$ cat src/rtl/trap_entry_pkg.sv
package trap_entry_pkg;

    localparam int XLEN     = 32;
    localparam int TT_W     = 8;
    localparam int NWIN_DEF = 8;
    localparam int BASE_LSB = 12;
    localparam int RIDX_W   = 5;

    localparam logic [RIDX_W-1:0] RF_IDX_PC  = 5'd17;
    localparam logic [RIDX_W-1:0] RF_IDX_NPC = 5'd18;
    localparam logic [TT_W-1:0]   TT_SHUTDOWN = 8'h80;

    typedef enum logic [1:0] {
        CST_OFF    = 2'b00,
        CST_FROZEN = 2'b01,
        CST_RSVD   = 2'b10,
        CST_ON     = 2'b11
    } cst_e;

    typedef struct packed {
        logic accept;
        logic to_error;
        logic shutdown;
        logic is_irq;
    } trap_cls_t;

    function automatic logic tt_is_irq(input logic [TT_W-1:0] tt);
        return (tt[7:4] == 4'h1) && (tt[3:0] != 4'h0);
    endfunction

    function automatic logic [XLEN-1:0] trap_vector(
        input logic [XLEN-1:BASE_LSB] base,
        input logic [TT_W-1:0]        tt
    );
        return {base, tt, 4'h0};
    endfunction

endpackage

$ cat src/rtl/trap_decide.sv
module trap_decide
    import trap_entry_pkg::*;
(
    input  logic            trap_req,
    input  logic [TT_W-1:0] tt,
    input  logic            ten,
    input  logic            shutdown_en,
    input  logic            err_q,
    output trap_cls_t       cls
);
    logic live;
    logic sd;

    assign live = trap_req && !err_q;
    assign sd   = live && !ten && shutdown_en && (tt == TT_SHUTDOWN);

    always_comb begin
        cls.accept   = live && ten;
        cls.shutdown = sd;
        cls.to_error = live && !ten && !sd;
        cls.is_irq   = live && ten && tt_is_irq(tt);
    end

    always_comb begin
        if (trap_req) begin
            AST_ONE_OUTCOME: assert ($onehot0({cls.accept, cls.shutdown, cls.to_error}));
        end
    end
endmodule

$ cat src/rtl/trap_state_calc.sv
module trap_state_calc
    import trap_entry_pkg::*;
#(
    parameter int NWIN = NWIN_DEF,
    localparam int WPW = $clog2(NWIN)
) (
    input  logic [XLEN-1:BASE_LSB] base,
    input  logic [TT_W-1:0]        tt,
    input  logic [WPW-1:0]         wp,
    output logic [XLEN-1:0]        n_tbr,
    output logic [XLEN-1:0]        n_pc,
    output logic [XLEN-1:0]        n_npc,
    output logic [WPW-1:0]         n_wp
);
    localparam logic [WPW-1:0] WP_TOP = WPW'(NWIN - 1);

    always_comb begin
        n_tbr = trap_vector(base, tt);
        n_pc  = n_tbr;
        n_npc = n_tbr + XLEN'(4);
        n_wp  = (wp == '0) ? WP_TOP : wp - 1'b1;
    end
endmodule

$ cat src/rtl/cache_freeze_ctl.sv
module cache_freeze_ctl
    import trap_entry_pkg::*;
#(
    parameter int NCACHE = 2,
    localparam int SW = 2 * NCACHE
) (
    input  logic              irq,
    input  logic [NCACHE-1:0] foi,
    input  logic [SW-1:0]     st_in,
    output logic [SW-1:0]     st_out,
    output logic [NCACHE-1:0] frz
);
    for (genvar c = 0; c < NCACHE; c++) begin : g_cache
        logic hit;
        assign hit = irq && foi[c] && (st_in[2*c +: 2] == CST_ON);
        assign st_out[2*c +: 2] = hit ? CST_FROZEN : st_in[2*c +: 2];
        assign frz[c] = hit;

        always_comb begin
            if (!irq) begin
                AST_NO_FREEZE_IDLE: assert (!frz[c] && st_out[2*c +: 2] == st_in[2*c +: 2]);
            end
        end
    end
endmodule

$ cat src/rtl/trap_entry_seq.sv
module trap_entry_seq
    import trap_entry_pkg::*;
#(
    parameter int NWIN = NWIN_DEF,
    localparam int WPW = $clog2(NWIN)
) (
    input  logic                   clk,
    input  logic                   rst,
    input  logic                   trap_req,
    input  logic [TT_W-1:0]        trap_type,
    input  logic [XLEN-1:0]        cur_pc,
    input  logic [XLEN-1:0]        cur_npc,
    input  logic [WPW-1:0]         cur_wp,
    input  logic                   cur_sup,
    input  logic                   cur_ten,
    input  logic [XLEN-1:BASE_LSB] tbr_base,
    input  logic                   shutdown_en,
    input  logic [3:0]             cache_state_in,
    input  logic                   ic_foi,
    input  logic                   dc_foi,
    output logic                   done,
    output logic [XLEN-1:0]        nxt_pc,
    output logic [XLEN-1:0]        nxt_npc,
    output logic [WPW-1:0]         nxt_wp,
    output logic                   nxt_sup,
    output logic                   nxt_psup,
    output logic                   nxt_ten,
    output logic [XLEN-1:0]        nxt_tbr,
    output logic                   rf_we,
    output logic [WPW-1:0]         rf_wp,
    output logic [RIDX_W-1:0]      rf_idx_a,
    output logic [XLEN-1:0]        rf_data_a,
    output logic [RIDX_W-1:0]      rf_idx_b,
    output logic [XLEN-1:0]        rf_data_b,
    output logic                   irq_ack,
    output logic [TT_W-1:0]        irq_ack_tt,
    output logic [3:0]             cache_state_out,
    output logic                   ic_freeze,
    output logic                   dc_freeze,
    output logic                   shutdown_req,
    output logic                   err_state
);
    trap_cls_t         cls;
    logic [XLEN-1:0]   c_tbr, c_pc, c_npc;
    logic [WPW-1:0]    c_wp;
    logic [3:0]        c_cst;
    logic [1:0]        c_frz;

    trap_decide u_decide (
        .trap_req    (trap_req),
        .tt          (trap_type),
        .ten         (cur_ten),
        .shutdown_en (shutdown_en),
        .err_q       (err_state),
        .cls         (cls)
    );

    trap_state_calc #(.NWIN(NWIN)) u_calc (
        .base  (tbr_base),
        .tt    (trap_type),
        .wp    (cur_wp),
        .n_tbr (c_tbr),
        .n_pc  (c_pc),
        .n_npc (c_npc),
        .n_wp  (c_wp)
    );

    cache_freeze_ctl #(.NCACHE(2)) u_cache (
        .irq    (cls.is_irq),
        .foi    ({dc_foi, ic_foi}),
        .st_in  (cache_state_in),
        .st_out (c_cst),
        .frz    (c_frz)
    );

    assign rf_idx_a = RF_IDX_PC;
    assign rf_idx_b = RF_IDX_NPC;

    always_ff @(posedge clk) begin
        if (rst) begin
            done            <= 1'b0;
            nxt_pc          <= '0;
            nxt_npc         <= '0;
            nxt_wp          <= '0;
            nxt_sup         <= 1'b0;
            nxt_psup        <= 1'b0;
            nxt_ten         <= 1'b0;
            nxt_tbr         <= '0;
            rf_we           <= 1'b0;
            rf_wp           <= '0;
            rf_data_a       <= '0;
            rf_data_b       <= '0;
            irq_ack         <= 1'b0;
            irq_ack_tt      <= '0;
            cache_state_out <= '0;
            ic_freeze       <= 1'b0;
            dc_freeze       <= 1'b0;
            shutdown_req    <= 1'b0;
            err_state       <= 1'b0;
        end else begin
            done         <= 1'b0;
            rf_we        <= 1'b0;
            irq_ack      <= 1'b0;
            ic_freeze    <= 1'b0;
            dc_freeze    <= 1'b0;
            shutdown_req <= cls.shutdown;
            if (cls.to_error) begin
                err_state <= 1'b1;
            end
            if (cls.accept) begin
                done            <= 1'b1;
                nxt_pc          <= c_pc;
                nxt_npc         <= c_npc;
                nxt_wp          <= c_wp;
                nxt_sup         <= 1'b1;
                nxt_psup        <= cur_sup;
                nxt_ten         <= 1'b0;
                nxt_tbr         <= c_tbr;
                rf_we           <= 1'b1;
                rf_wp           <= c_wp;
                rf_data_a       <= cur_pc;
                rf_data_b       <= cur_npc;
                irq_ack         <= cls.is_irq;
                irq_ack_tt      <= trap_type;
                cache_state_out <= c_cst;
                ic_freeze       <= c_frz[0];
                dc_freeze       <= c_frz[1];
            end
        end
    end

    AST_ERR_STICKY: assert property (@(posedge clk) disable iff (rst)
        err_state |=> err_state);
    AST_ERR_BLOCKS: assert property (@(posedge clk) disable iff (rst)
        err_state |=> (!done && !irq_ack && !shutdown_req));
    AST_DONE_CAUSE: assert property (@(posedge clk) disable iff (rst)
        (trap_req && cur_ten && !err_state) |=> done);
    AST_MODE_BITS: assert property (@(posedge clk) disable iff (rst)
        done |-> (nxt_sup && !nxt_ten));
    AST_NPC_STEP: assert property (@(posedge clk) disable iff (rst)
        done |-> (nxt_npc == nxt_pc + XLEN'(4) && nxt_pc == nxt_tbr));
    AST_RF_WINDOW: assert property (@(posedge clk) disable iff (rst)
        rf_we |-> (done && rf_wp == nxt_wp));
    AST_ACK_RANGE: assert property (@(posedge clk) disable iff (rst)
        irq_ack |-> (done && irq_ack_tt[7:4] == 4'h1 && irq_ack_tt[3:0] != 4'h0));
    AST_FREEZE_ACK: assert property (@(posedge clk) disable iff (rst)
        (ic_freeze || dc_freeze) |-> irq_ack);
    AST_SHUT_CLEAN: assert property (@(posedge clk) disable iff (rst)
        shutdown_req |-> (!done && !err_state));
endmodule

$ cat config.mk
export PLATFORM = sky130hd
export DESIGN_NAME = trap_entry_seq
export DESIGN_NICKNAME = d
export VERILOG_FILES = /design/src/rtl/trap_entry_pkg.sv /design/src/rtl/trap_decide.sv /design/src/rtl/trap_state_calc.sv /design/src/rtl/cache_freeze_ctl.sv /design/src/rtl/trap_entry_seq.sv
export SDC_FILE = /design/constraint.sdc
export NUM_CORES = 1
export LEC_CHECK = 0
export BUFFER_PORTS_ARGS = -buffer_cell sky130_fd_sc_hd__buf_2
export CORE_ASPECT_RATIO = 0.5
export CORE_MARGIN = 4
export CORE_UTILIZATION = 45
export CTS_CLUSTER_SIZE = 30
export DETAILED_ROUTE_END_ITERATION = 8
export MAX_ROUTING_LAYER = met4
export PLACE_DENSITY_LB_ADDON = 0.05
export SYNTH_ARGS = -nofsm -noshare
export SYNTH_HDL_FRONTEND = slang
export SYNTH_SLANG_ARGS = --single-unit
export TNS_END_PERCENT = 100
$ cat constraint.sdc
create_clock -name clk -period 3.5 [get_ports clk]
set_input_delay 0.35 -clock clk [delete_from_list [all_inputs] [get_ports clk]]
set_output_delay 0.35 -clock clk [all_outputs]
set_load 0.03 [all_outputs]
==> run_summary.xml, run 1 <==
<?xml version="1.0" encoding="UTF-8"?>
<metrics>
  <group name="timing">
    <metric name="setup-violations-final" unit="">0</metric>
    <metric name="hold_viol_final" unit="">0</metric>
    <metric name="report.final.slew_viol_count" unit="">0</metric>
    <metric name="slew_headroom" unit="%">24.3</metric>
    <metric name="setup_slack" unit="ps">1710</metric>
    <metric name="final.setup.tns" unit="ps">0</metric>
    <metric name="final_period_minus_worst_setup_slack" unit="ps">1790</metric>
    <metric name="finalHoldWorstSlack" unit="ps">223</metric>
    <metric name="final.period_utilization" unit="%">51.3</metric>
    <metric name="largest_clock_skew_in_the_final_design" unit="ps">12.1</metric>
    <metric name="fmax" unit="MHz">557</metric>
    <metric name="grt_setup_unrepaired" unit="">false</metric>
    <metric name="worstMarginPinSlew" unit="ps">1140</metric>
  </group>
  <group name="clock_network">
    <metric name="cts.path.max_buffers" unit="">2</metric>
    <metric name="cts-resized-gates" unit="">0</metric>
    <metric name="cts_hold_repair.buffers" unit="">0</metric>
    <metric name="cts_inserted_buffers" unit="">9</metric>
    <metric name="insertion_delay" unit="ps">340</metric>
    <metric name="cts_tree" unit="">built</metric>
    <metric name="h_tree_depth_reported_by_cts" unit="">3</metric>
    <metric name="post-cts-setup-buffers" unit="">0</metric>
    <metric name="clock-sinks" unit="">107</metric>
    <metric name="clock-root-buffer" unit="">sky130_fd_sc_hd__clkbuf_16</metric>
    <metric name="clock_pin_slew_on_the_worst_setup_and_hold_paths" unit="ps">70</metric>
  </group>
  <group name="die">
    <metric name="num_io_pins" unit="">305</metric>
    <metric name="fp.dieArea" unit="sq um">11600</metric>
    <metric name="floorplan.core_area" unit="sq um">9540</metric>
    <metric name="initial_util" unit="%">46.5</metric>
    <metric name="floorplan.rows" unit="">25</metric>
    <metric name="fp.dieW" unit="microns">148</metric>
    <metric name="die_height" unit="microns">78.2</metric>
  </group>
  <group name="flow_run">
    <metric name="drv.max_cap_violation_count" unit="">0</metric>
  </group>
  <group name="global_route">
    <metric name="largest_net_degree_at_the_start_of_global_routing" unit="">108</metric>
    <metric name="gr-usage-all-layers" unit="%">19.6</metric>
    <metric name="first_pass_grt_wire_length" unit="microns">17800</metric>
    <metric name="via_count_of_the_first_global_routing_pass" unit="">3547</metric>
    <metric name="globalRouteOverflowTotal" unit="">0</metric>
    <metric name="grt_antenna_before_repair" unit="">0</metric>
  </group>
  <group name="detailed_routing">
    <metric name="drt-wirelength-per-cell" unit="microns">13.4</metric>
    <metric name="detail_route.wirelength" unit="microns">11900</metric>
    <metric name="drcViolationCount" unit="">0</metric>
    <metric name="route.antenna.remaining_nets" unit="">0</metric>
    <metric name="initialDrtViolationCount" unit="">180</metric>
    <metric name="vias_per_cell" unit="">4.48</metric>
    <metric name="dr_total_vias" unit="">3995</metric>
    <metric name="dr.pass1.iters" unit="">6</metric>
  </group>
  <group name="synthesis">
    <metric name="synth_warnings" unit="">0</metric>
    <metric name="count_of_mapped_cells_out_of_synthesis" unit="">562</metric>
    <metric name="post_synth_instance_area" unit="sq um">4440</metric>
    <metric name="count_of_cell_types_in_the_netlist" unit="">23</metric>
    <metric name="ys_ff_latch" unit="">107</metric>
    <metric name="synth.yosys.seq_area_share" unit="%">48.3</metric>
    <metric name="average_instance_area_after_synthesis" unit="sq um">7.90</metric>
  </group>
  <group name="worst_setup_path">
    <metric name="cp_data_arrival_time" unit="ps">2050</metric>
    <metric name="crit_required" unit="ps">3760</metric>
    <metric name="slowest_stage" unit="">sky130_fd_sc_hd__buf_4</metric>
    <metric name="timing.rr.end" unit="">nxt_pc[17]</metric>
    <metric name="critical_path_cell_sequence" unit="">nand3b_1 -&gt; buf_4 -&gt; nand2_1 -&gt; a21oi_1</metric>
    <metric name="r2r_setup_slack" unit="ps">1710</metric>
    <metric name="setup.worst_path.start_class" unit="">register</metric>
    <metric name="crit_path_end_kind" unit="">register</metric>
    <metric name="reg2reg_depth" unit="">4</metric>
    <metric name="critical_path_class" unit="">register to register</metric>
    <metric name="timing.critical_path.fanout_max" unit="">98</metric>
    <metric name="crit_path_max_incr_delay" unit="ps">760</metric>
    <metric name="r2r-start" unit="">err_state</metric>
    <metric name="setup.worst_path.start" unit="">err_state</metric>
  </group>
  <group name="finish">
    <metric name="area.growth.synth_to_final" unit="%">26.8</metric>
    <metric name="diodes" unit="">0</metric>
    <metric name="layout.cells.most_common" unit="">sky130_fd_sc_hd__buf_2</metric>
    <metric name="post_route_cells_drive_above_1_share" unit="%">40.2</metric>
    <metric name="design_area" unit="sq um">5630</metric>
    <metric name="num-nets-final" unit="">860</metric>
    <metric name="final_cell_mix" unit="">sky130_fd_sc_hd__buf_2 (281), sky130_fd_sc_hd__nand2_1 (191), sky130_fd_sc_hd__dfxtp_1 (107), sky130_fd_sc_hd__a21oi_1 (96), sky130_fd_sc_hd__conb_1 (22)</metric>
  </group>
  <group name="place">
    <metric name="place_hpwl" unit="microns">8430</metric>
    <metric name="detailed_place.area" unit="sq um">5290</metric>
    <metric name="post-place-ws" unit="ps">1720</metric>
    <metric name="gp_congestion" unit="">0.748</metric>
    <metric name="place.port_buffers" unit="">282</metric>
  </group>
  <group name="pwr">
    <metric name="static-leakage-power" unit="nW">2.87</metric>
    <metric name="vdd.ir_drop.worst" unit="V">0.000222</metric>
    <metric name="cellPowerDensity" unit="nW/um^2">521</metric>
  </group>
  <group name="min_path">
    <metric name="min_delay_path_depth" unit="">2</metric>
    <metric name="worstHoldEndpoint" unit="">cache_state_out[3]</metric>
    <metric name="min-delay-path-class" unit="">input port to register</metric>
    <metric name="worstHoldStart" unit="">dc_foi</metric>
  </group>
  <group name="outcome">
    <metric name="run_status" unit="">completed</metric>
  </group>
</metrics>
==> stage by stage <==
step                      cells  power, mW  util [%]
final                       891       2.93      59.0
after CTS                   891       2.97      59.0
after global placement      875       1.85      55.5
after global routing        891       3.05      59.0
after floorplan             582       1.75         -
after detailed placement    875       1.86      55.5
==> registers in the layout (all words and copies together) (netlist names), 2 cells and up <==
register         count
nxt_pc              20
rf_data_b           32
rf_wp                3
irq_ack_tt           7
cache_state_out      4
rf_data_a           32
nxt_npc              2
==> worst max-delay path: cells and delay by family, from the launching register on <==
kind	cells	cell delay, ps
and+or+nand+nor	2	260
DFF	1	440
buffers and inverters	1	760
AOI/OAI and AO/OA	1	190
==> power by group <==
part           internal [mW]  total (mW)  switching (mW)
Combinational          0.147       0.518           0.370
Clock                  0.654        1.11           0.452
Sequential              1.27        1.31          0.0355
==> cells in the mapped netlist <==
cell type                  count  area, sq um
sky130_fd_sc_hd__or4_4         1         11.3
sky130_fd_sc_hd__mux2i_1       2         20.0
sky130_fd_sc_hd__nor3_1        6         30.0
sky130_fd_sc_hd__a211oi_1      1         7.51
sky130_fd_sc_hd__buf_4        92          691
sky130_fd_sc_hd__ha_1          2         25.0
sky130_fd_sc_hd__nor4_1        1         6.26
sky130_fd_sc_hd__nor3b_1       1         7.51
sky130_fd_sc_hd__and3b_1       1         8.76
sky130_fd_sc_hd__nand3_1       4         20.0
sky130_fd_sc_hd__nor4b_2       1         15.0
sky130_fd_sc_hd__nand3b_1      1         7.51
sky130_fd_sc_hd__conb_1        2         7.51
sky130_fd_sc_hd__inv_1         5         18.8
sky130_fd_sc_hd__and3_4        1         11.3
sky130_fd_sc_hd__a311oi_1      3         26.3
sky130_fd_sc_hd__nor4b_1       1         8.76
sky130_fd_sc_hd__nand2_1     191          717
sky130_fd_sc_hd__clkbuf_1     22         82.6
sky130_fd_sc_hd__a21oi_1      96          480
sky130_fd_sc_hd__dfxtp_1     107         2140
sky130_fd_sc_hd__nor2_1        9         33.8
sky130_fd_sc_hd__buf_2        12         60.1
==> kinds of logic (layout without fill, tap and decap cells) <==
kind of cell               after synthesis  after routing  share of synthesized area [%]
AOI/OAI and AO/OA                      100            100                           11.6
adders and majority gates                2              2                          0.564
buffers and inverters                  131            305                           19.2
DFF                                    107            107                           48.3
muxes                                    2              2                          0.451
other                                    2             22                          0.169
and+or+nand+nor                        218            218                           19.8
==> worst max-delay path by stage <==
stage / slack (ps) / endpoint
6_report: 1710 / nxt_pc[17]
5_1_grt: 1530 / rf_data_a[1]
4_1_cts: 1710 / rf_data_a[12]
3_5_place_dp: 1720 / rf_data_a[12]
3_3_place_gp: 1760 / rf_data_b[9]
2_1_floorplan: 2000 / nxt_pc[11]
==> cell type report <==
cell class | count | area [sq um]
Timing Repair Buffer | 284 | 1440
Clock inverter | 6 | 93.8
Inverter | 5 | 18.8
Clock buffer | 10 | 239
Sequential cell | 107 | 2140
Multi-Input combinational cell | 344 | 1520
Tap cell | 135 | 169
Fill cell | 937 | 3910
==> metal layers <==
layer | share of wire [%] | track usage [%] | vias to the layer above
met1 | 40 | 22.1 | 1790
met2 | 53 | 35.3 | 139
met3 | 6.3 | 4.79 | 9
li1 | - | - | 2057
met5 | 0 | - | -
met4 | 0.96 | 4.79 | 0
No activity file was read; power rests on OpenSTA's default activity.
==> inputs of run 2 (changes only) <==
Settings changed: CORE_UTILIZATION 45 to 42.
Clock period 3.5 ns to 1.85 ns, I/O delays scaled along.
==> run 2 against run 1 <==
Effect of this change: combinational power up 97%; clock power up 70%; critical path depth did not move; core utilization down 3.2 points; sequential share of layout area shrank 0.60 points; cell count up 1.5%; critical endpoint is now rf_data_a[12].
==> run_summary.xml, run 2 (synthesis gave the netlist of run 1 again) <==
<?xml version="1.0" encoding="UTF-8"?>
<metrics>
  <group name="timing">
    <metric name="slew_headroom" unit="%">61.9</metric>
    <metric name="final.setup.tns" unit="ps">0</metric>
    <metric name="final_period_minus_worst_setup_slack" unit="ps">1500</metric>
    <metric name="hold_viol_final" unit="">0</metric>
    <metric name="setup_slack" unit="ps">347</metric>
    <metric name="grt_setup_unrepaired" unit="">false</metric>
    <metric name="final.period_utilization" unit="%">81.3</metric>
    <metric name="setup-violations-final" unit="">0</metric>
    <metric name="worstMarginPinSlew" unit="ps">571</metric>
    <metric name="fmax" unit="MHz">665</metric>
    <metric name="report.final.slew_viol_count" unit="">0</metric>
    <metric name="largest_clock_skew_in_the_final_design" unit="ps">6.47</metric>
  </group>
  <group name="finish">
    <metric name="post_layout_nonfiller_instances" unit="">904</metric>
    <metric name="diodes" unit="">0</metric>
    <metric name="design_area" unit="sq um">5720</metric>
    <metric name="finish.utilization" unit="%">55.8</metric>
    <metric name="area_of_the_multi_input_gates" unit="sq um">1520</metric>
    <metric name="area.growth.synth_to_final" unit="%">28.8</metric>
    <metric name="biggestRegsByFlops" unit="">rf_data_a: 32 flops, rf_data_b: 32 flops, nxt_pc: 20 flops</metric>
    <metric name="regArea" unit="sq um">2140</metric>
    <metric name="post_route_cells_drive_above_1_share" unit="%">40.7</metric>
    <metric name="num-nets-final" unit="">868</metric>
    <metric name="layout.cells.most_common" unit="">sky130_fd_sc_hd__buf_2</metric>
    <metric name="final_cell_mix" unit="">sky130_fd_sc_hd__buf_2 (281), sky130_fd_sc_hd__nand2_1 (191), sky130_fd_sc_hd__dfxtp_1 (107), sky130_fd_sc_hd__a21oi_1 (96), sky130_fd_sc_hd__conb_1 (22)</metric>
    <metric name="n_fill_cell" unit="">1067</metric>
  </group>
  <group name="die">
    <metric name="floorplan.core_area" unit="sq um">10200</metric>
    <metric name="initial_util" unit="%">43.3</metric>
    <metric name="fp.dieArea" unit="sq um">12400</metric>
    <metric name="fp.dieW" unit="microns">153</metric>
    <metric name="die_height" unit="microns">80.7</metric>
    <metric name="num_io_pins" unit="">305</metric>
    <metric name="floorplan.rows" unit="">26</metric>
  </group>
  <group name="clock_network">
    <metric name="cts.path.max_buffers" unit="">2</metric>
    <metric name="cts_tree" unit="">built</metric>
    <metric name="h_tree_depth_reported_by_cts" unit="">3</metric>
    <metric name="cts_hold_repair.buffers" unit="">0</metric>
    <metric name="insertion_delay" unit="ps">340</metric>
    <metric name="clock-root-buffer" unit="">sky130_fd_sc_hd__clkbuf_16</metric>
    <metric name="clock_pin_slew_on_the_worst_setup_and_hold_paths" unit="ps">70</metric>
    <metric name="post-cts-setup-buffers" unit="">0</metric>
    <metric name="cts_inserted_buffers" unit="">9</metric>
    <metric name="clock-sinks" unit="">107</metric>
    <metric name="cts-resized-gates" unit="">0</metric>
  </group>
  <group name="global_route">
    <metric name="globalRouteOverflowTotal" unit="">0</metric>
    <metric name="gr-usage-all-layers" unit="%">18.8</metric>
    <metric name="via_count_of_the_first_global_routing_pass" unit="">3647</metric>
    <metric name="first_pass_grt_wire_length" unit="microns">18300</metric>
    <metric name="grt_antenna_before_repair" unit="">0</metric>
    <metric name="largest_net_degree_at_the_start_of_global_routing" unit="">50</metric>
  </group>
  <group name="worst_setup_path">
    <metric name="timing.critical_path.fanout_max" unit="">29</metric>
    <metric name="critical_path_cell_sequence" unit="">and3b_4 -&gt; buf_12 -&gt; nand2_1 -&gt; a21oi_1</metric>
    <metric name="timing.rr.end" unit="">rf_data_a[12]</metric>
    <metric name="r2r_setup_slack" unit="ps">350</metric>
    <metric name="cp_data_arrival_time" unit="ps">1760</metric>
    <metric name="slowest_stage" unit="">sky130_fd_sc_hd__and3b_4</metric>
    <metric name="cp-endpoint" unit="">rf_data_a[12]</metric>
    <metric name="worst_path_dominant_cell_family" unit="">simple AND/OR/NAND/NOR gates</metric>
    <metric name="crit_path_max_incr_delay" unit="ps">610</metric>
    <metric name="r2r-start" unit="">err_state</metric>
    <metric name="crit_path_end_kind" unit="">register</metric>
    <metric name="critical_path_cell_count" unit="">4</metric>
    <metric name="setup.worst_path.start" unit="">err_state</metric>
    <metric name="crit_required" unit="ps">2110</metric>
    <metric name="critical_path_class" unit="">register to register</metric>
    <metric name="reg2reg_depth" unit="">4</metric>
    <metric name="cp.buffers_inverters" unit="">1</metric>
    <metric name="setup.worst_path.start_class" unit="">register</metric>
  </group>
  <group name="outcome">
    <metric name="run_status" unit="">completed</metric>
  </group>
  <group name="detailed_routing">
    <metric name="dr.pass1.iters" unit="">6</metric>
    <metric name="route.antenna.remaining_nets" unit="">0</metric>
    <metric name="drcViolationCount" unit="">0</metric>
    <metric name="vias_per_cell" unit="">4.51</metric>
    <metric name="drt-wirelength-per-cell" unit="microns">13.7</metric>
    <metric name="dr_total_vias" unit="">4077</metric>
    <metric name="detail_route.wirelength" unit="microns">12300</metric>
    <metric name="initialDrtViolationCount" unit="">185</metric>
  </group>
  <group name="place">
    <metric name="place.port_buffers" unit="">282</metric>
    <metric name="numPlacedInstances" unit="">888</metric>
    <metric name="gp_congestion" unit="">0.736</metric>
    <metric name="detailed_place.area" unit="sq um">5420</metric>
    <metric name="post-place-ws" unit="ps">347</metric>
    <metric name="place_hpwl" unit="microns">9260</metric>
  </group>
  <group name="pwr">
    <metric name="cellPowerDensity" unit="nW/um^2">942</metric>
    <metric name="vdd.ir_drop.worst" unit="V">0.000456</metric>
    <metric name="static-leakage-power" unit="nW">2.92</metric>
  </group>
  <group name="min_path">
    <metric name="min-delay-path-class" unit="">input port to register</metric>
  </group>
  <group name="flow_run">
    <metric name="drv.max_cap_violation_count" unit="">0</metric>
  </group>
</metrics>
[run 2: cell types whose count changed in the layout (fill, tap and decap cells not counted)]
cell                        change
sky130_fd_sc_hd__buf_12         +5
sky130_fd_sc_hd__buf_4          +3
sky130_fd_sc_hd__clkinv_2       +2
sky130_fd_sc_hd__inv_6          -2
sky130_fd_sc_hd__bufinv_16      -1
sky130_fd_sc_hd__clkbuf_1       +1
sky130_fd_sc_hd__clkbuf_8       -1
sky130_fd_sc_hd__clkinv_4       +1
[run 2: final cells by class]
type                    count  share of cell area, %
repair buffers            292                   27.4
inverters                   5                  0.328
clock inverters             6                   1.14
flip-flops and latches    107                   37.5
well taps                 140                   3.06
clock buffers              10                   4.01
multi-input cells         344                   26.6
[run 2: per-layer routing]
| metal | share of wire [%] | global-route usage [%] | wire length [microns] | vias to the layer above |
|---|---|---|---|---|
| met4 | 1.0 | 4.05 | 127 | 0 |
| li1 | - | - | - | 2076 |
| met5 | 0 | - | 0 | - |
| met2 | 52 | 34.0 | 6360 | 132 |
| met1 | 40 | 21.3 | 4990 | 1857 |
| met3 | 7.1 | 4.90 | 874 | 12 |
[run 2: stage by stage]
stage | hold slack [ps] | power (mW)
after CTS | 46.2 | 5.45
after global routing | 54.6 | 5.62
after detailed placement | 408 | 3.56
after floorplan | 256 | 3.30
final | 60.7 | 5.39
after global placement | 409 | 3.55
[run 2: how the worst min path moves through the flow]
stage          cells past startpoint    startpoint                  to  slack, ps
2_1_floorplan                      1  trap_type[4]        shutdown_req        260
3_3_place_gp                       2        ic_foi  cache_state_out[1]        410
3_5_place_dp                       2        dc_foi  cache_state_out[3]        410
4_1_cts                            2        dc_foi  cache_state_out[3]         50
5_1_grt                            2        ic_foi  cache_state_out[1]         50
6_report                           2        dc_foi  cache_state_out[3]         60
[run 2: power breakdown]
group          switching, mW  total, mW  internal (mW)
sequential            0.0654       2.47           2.41
clock                  0.837       1.89           1.05
combinational          0.716       1.02          0.306
[run 2: worst register-to-register path: cells and delay by family, from the launching register on]
kind                   cells  cell delay, ps
and+or+nand+nor            2             680
AOI/OAI and AO/OA          1             140
DFF                        1             360
buffers and inverters      1             240
==> inputs of run 3 (changes only) <==
Clock period 1.85 ns to 1.5 ns, I/O delays scaled along.
==> run 3 against run 2 <==
Effect of this change: die area did not move; combinational power rose by 24%; fmax rose by 10%; non-clock buffer count fell by 2; hold slack got worse by 25 ps; via count fell by 0.74%; critical path depth did not move; first-iteration DRC count fell by 17%; power rose by 25%; core utilization rose by 0.13 points.
==> run_summary.xml, run 3 (synthesis gave the netlist of run 1 again) <==
<?xml version="1.0" encoding="UTF-8"?>
<metrics>
  <group name="flow_run">
    <metric name="drv.max_cap_violation_count" unit="">0</metric>
  </group>
  <group name="die">
    <metric name="fp.dieW" unit="microns">153</metric>
    <metric name="fp.dieArea" unit="sq um">12400</metric>
    <metric name="num_io_pins" unit="">305</metric>
    <metric name="initial_util" unit="%">43.3</metric>
    <metric name="floorplan.core_area" unit="sq um">10200</metric>
    <metric name="floorplan.rows" unit="">26</metric>
    <metric name="die_height" unit="microns">80.7</metric>
  </group>
  <group name="clock_network">
    <metric name="clock-sinks" unit="">107</metric>
    <metric name="clock-root-buffer" unit="">sky130_fd_sc_hd__clkbuf_16</metric>
    <metric name="h_tree_depth_reported_by_cts" unit="">3</metric>
    <metric name="post-cts-setup-buffers" unit="">0</metric>
    <metric name="cts-resized-gates" unit="">0</metric>
    <metric name="cts.path.max_buffers" unit="">2</metric>
    <metric name="clock_pin_slew_on_the_worst_setup_and_hold_paths" unit="ps">70</metric>
    <metric name="cts_inserted_buffers" unit="">9</metric>
    <metric name="cts_hold_repair.buffers" unit="">0</metric>
    <metric name="insertion_delay" unit="ps">340</metric>
    <metric name="cts_tree" unit="">built</metric>
  </group>
  <group name="timing">
    <metric name="grt_setup_unrepaired" unit="">false</metric>
    <metric name="report.final.slew_viol_count" unit="">0</metric>
    <metric name="hold_viol_final" unit="">0</metric>
    <metric name="fmax" unit="MHz">733</metric>
    <metric name="setup-violations-final" unit="">0</metric>
    <metric name="final_period_minus_worst_setup_slack" unit="ps">1370</metric>
    <metric name="largest_clock_skew_in_the_final_design" unit="ps">6.87</metric>
    <metric name="final.setup.tns" unit="ps">0</metric>
    <metric name="finalHoldWorstSlack" unit="ps">35.5</metric>
    <metric name="final.period_utilization" unit="%">91.0</metric>
  </group>
  <group name="detailed_routing">
    <metric name="vias_per_cell" unit="">4.49</metric>
    <metric name="detail_route.wirelength" unit="microns">12400</metric>
    <metric name="dr.pass1.iters" unit="">4</metric>
    <metric name="route.antenna.remaining_nets" unit="">0</metric>
    <metric name="initialDrtViolationCount" unit="">153</metric>
    <metric name="dr_total_vias" unit="">4047</metric>
    <metric name="drcViolationCount" unit="">0</metric>
    <metric name="drt-wirelength-per-cell" unit="microns">13.8</metric>
  </group>
  <group name="pwr">
    <metric name="static-leakage-power" unit="nW">2.91</metric>
    <metric name="p_sw" unit="mW">2.04</metric>
    <metric name="intPower" unit="mW">4.70</metric>
    <metric name="clkPwrFrac" unit="%">36.1</metric>
    <metric name="vdd.ir_drop.worst" unit="V">0.000503</metric>
    <metric name="switching_share" unit="%">30.3</metric>
    <metric name="cellPowerDensity" unit="nW/um^2">1180</metric>
    <metric name="total_power" unit="mW">6.75</metric>
    <metric name="seq_power_share" unit="%">45.2</metric>
    <metric name="power_frac_comb" unit="%">18.7</metric>
  </group>
  <group name="place">
    <metric name="detailed_place.area" unit="sq um">5420</metric>
    <metric name="gp_congestion" unit="">0.755</metric>
    <metric name="place.port_buffers" unit="">282</metric>
    <metric name="place_hpwl" unit="microns">9200</metric>
  </group>
  <group name="global_route">
    <metric name="largest_net_degree_at_the_start_of_global_routing" unit="">45</metric>
    <metric name="globalRouteOverflowTotal" unit="">0</metric>
    <metric name="first_pass_grt_wire_length" unit="microns">18300</metric>
    <metric name="gr-usage-all-layers" unit="%">19.0</metric>
    <metric name="via_count_of_the_first_global_routing_pass" unit="">3604</metric>
    <metric name="grt_antenna_before_repair" unit="">0</metric>
  </group>
  <group name="finish">
    <metric name="post_route_cells_drive_above_1_share" unit="%">40.7</metric>
    <metric name="num-nets-final" unit="">866</metric>
    <metric name="layout.cells.most_common" unit="">sky130_fd_sc_hd__buf_2</metric>
    <metric name="final_cell_mix" unit="">sky130_fd_sc_hd__buf_2 (281), sky130_fd_sc_hd__nand2_1 (191), sky130_fd_sc_hd__dfxtp_1 (107), sky130_fd_sc_hd__a21oi_1 (96), sky130_fd_sc_hd__conb_1 (22)</metric>
    <metric name="design_area" unit="sq um">5730</metric>
    <metric name="area.growth.synth_to_final" unit="%">29.1</metric>
    <metric name="biggestRegsByFlops" unit="">rf_data_a: 32 flops, rf_data_b: 32 flops, nxt_pc: 20 flops</metric>
    <metric name="diodes" unit="">0</metric>
  </group>
  <group name="worst_setup_path">
    <metric name="reg2reg_depth" unit="">4</metric>
    <metric name="critical_path_cell_count" unit="">4</metric>
    <metric name="critical_path_class" unit="">register to register</metric>
    <metric name="cp.buffers_inverters" unit="">1</metric>
    <metric name="r2r_setup_slack" unit="ps">130</metric>
    <metric name="setup.worst_path.start_class" unit="">register</metric>
    <metric name="crit_required" unit="ps">1770</metric>
    <metric name="crit_path_max_incr_delay" unit="ps">460</metric>
    <metric name="worst_path_dominant_cell_family" unit="">simple AND/OR/NAND/NOR gates</metric>
    <metric name="critical_path_cell_sequence" unit="">and3b_4 -&gt; buf_12 -&gt; nor2_1 -&gt; nor3_1</metric>
    <metric name="timing.rr.end" unit="">rf_wp[1]</metric>
    <metric name="timing.critical_path.fanout_max" unit="">40</metric>
    <metric name="cp_data_arrival_time" unit="ps">1630</metric>
    <metric name="crit_path_end_kind" unit="">register</metric>
    <metric name="slowest_stage" unit="">sky130_fd_sc_hd__and3b_4</metric>
    <metric name="r2r-start" unit="">err_state</metric>
  </group>
  <group name="min_path">
    <metric name="min_delay_path_depth" unit="">2</metric>
    <metric name="worstHoldStart" unit="">trap_type[4]</metric>
    <metric name="min-delay-path-class" unit="">input port to register</metric>
    <metric name="worstHoldEndpoint" unit="">shutdown_req</metric>
  </group>
  <group name="outcome">
    <metric name="run_status" unit="">completed</metric>
  </group>
</metrics>
==> run 3: changes by cell type in the layout (fill, tap and decap cells not counted), sizes merged <==
cell | previous run | this run
buf | 292 | 290
clkinv | 3 | 1
clkinvlp | 1 | 2
inv | 6 | 7
==> run 3: stage by stage <==
step	setup slack (ps)	cells	utilization, %
after floorplan	1.79	582	-
after global placement	162	886	52.9
after detailed placement	118	886	52.9
after CTS	118	902	55.9
after global routing	0.982	902	55.9
final	135	902	55.9
==> run 3: metal layers <==
layer | GRT usage [%] | wire length (microns) | up-vias
li1 | - | - | 2071
met1 | 21.0 | 5030 | 1827
met2 | 33.9 | 6340 | 139
met3 | 5.92 | 920 | 10
met4 | 4.93 | 133 | 0
met5 | - | 0 | -
==> run 3: layout make-up <==
class | instances | area (sq um)
fill | 1097 | 4520
sequential | 107 | 2140
timing repair buffer | 290 | 1560
multi-input combinational | 344 | 1520
clock buffer | 10 | 239
tap | 140 | 175
clock inverter | 6 | 71.3
inverter | 5 | 18.8
==> run 3: worst max path at each step <==
stage | startpoint | end
2_1_floorplan | err_state | nxt_pc[11]
3_3_place_gp | trap_type[1] | cache_state_out[3]
3_5_place_dp | trap_type[1] | cache_state_out[1]
4_1_cts | err_state | rf_wp[2]
5_1_grt | err_state | rf_wp[1]
6_report | err_state | rf_wp[1]
==> run 3: power groups by stage <==
stage               sequential, mW  combinational, mW  clock [mW]
finish                        3.05               1.26        2.44
global route                  3.07               1.35        2.62
CTS                           3.05               1.27        2.50
detailed placement            3.12               1.27           0
global placement              3.11               1.27           0
floorplan                     3.38              0.700           0
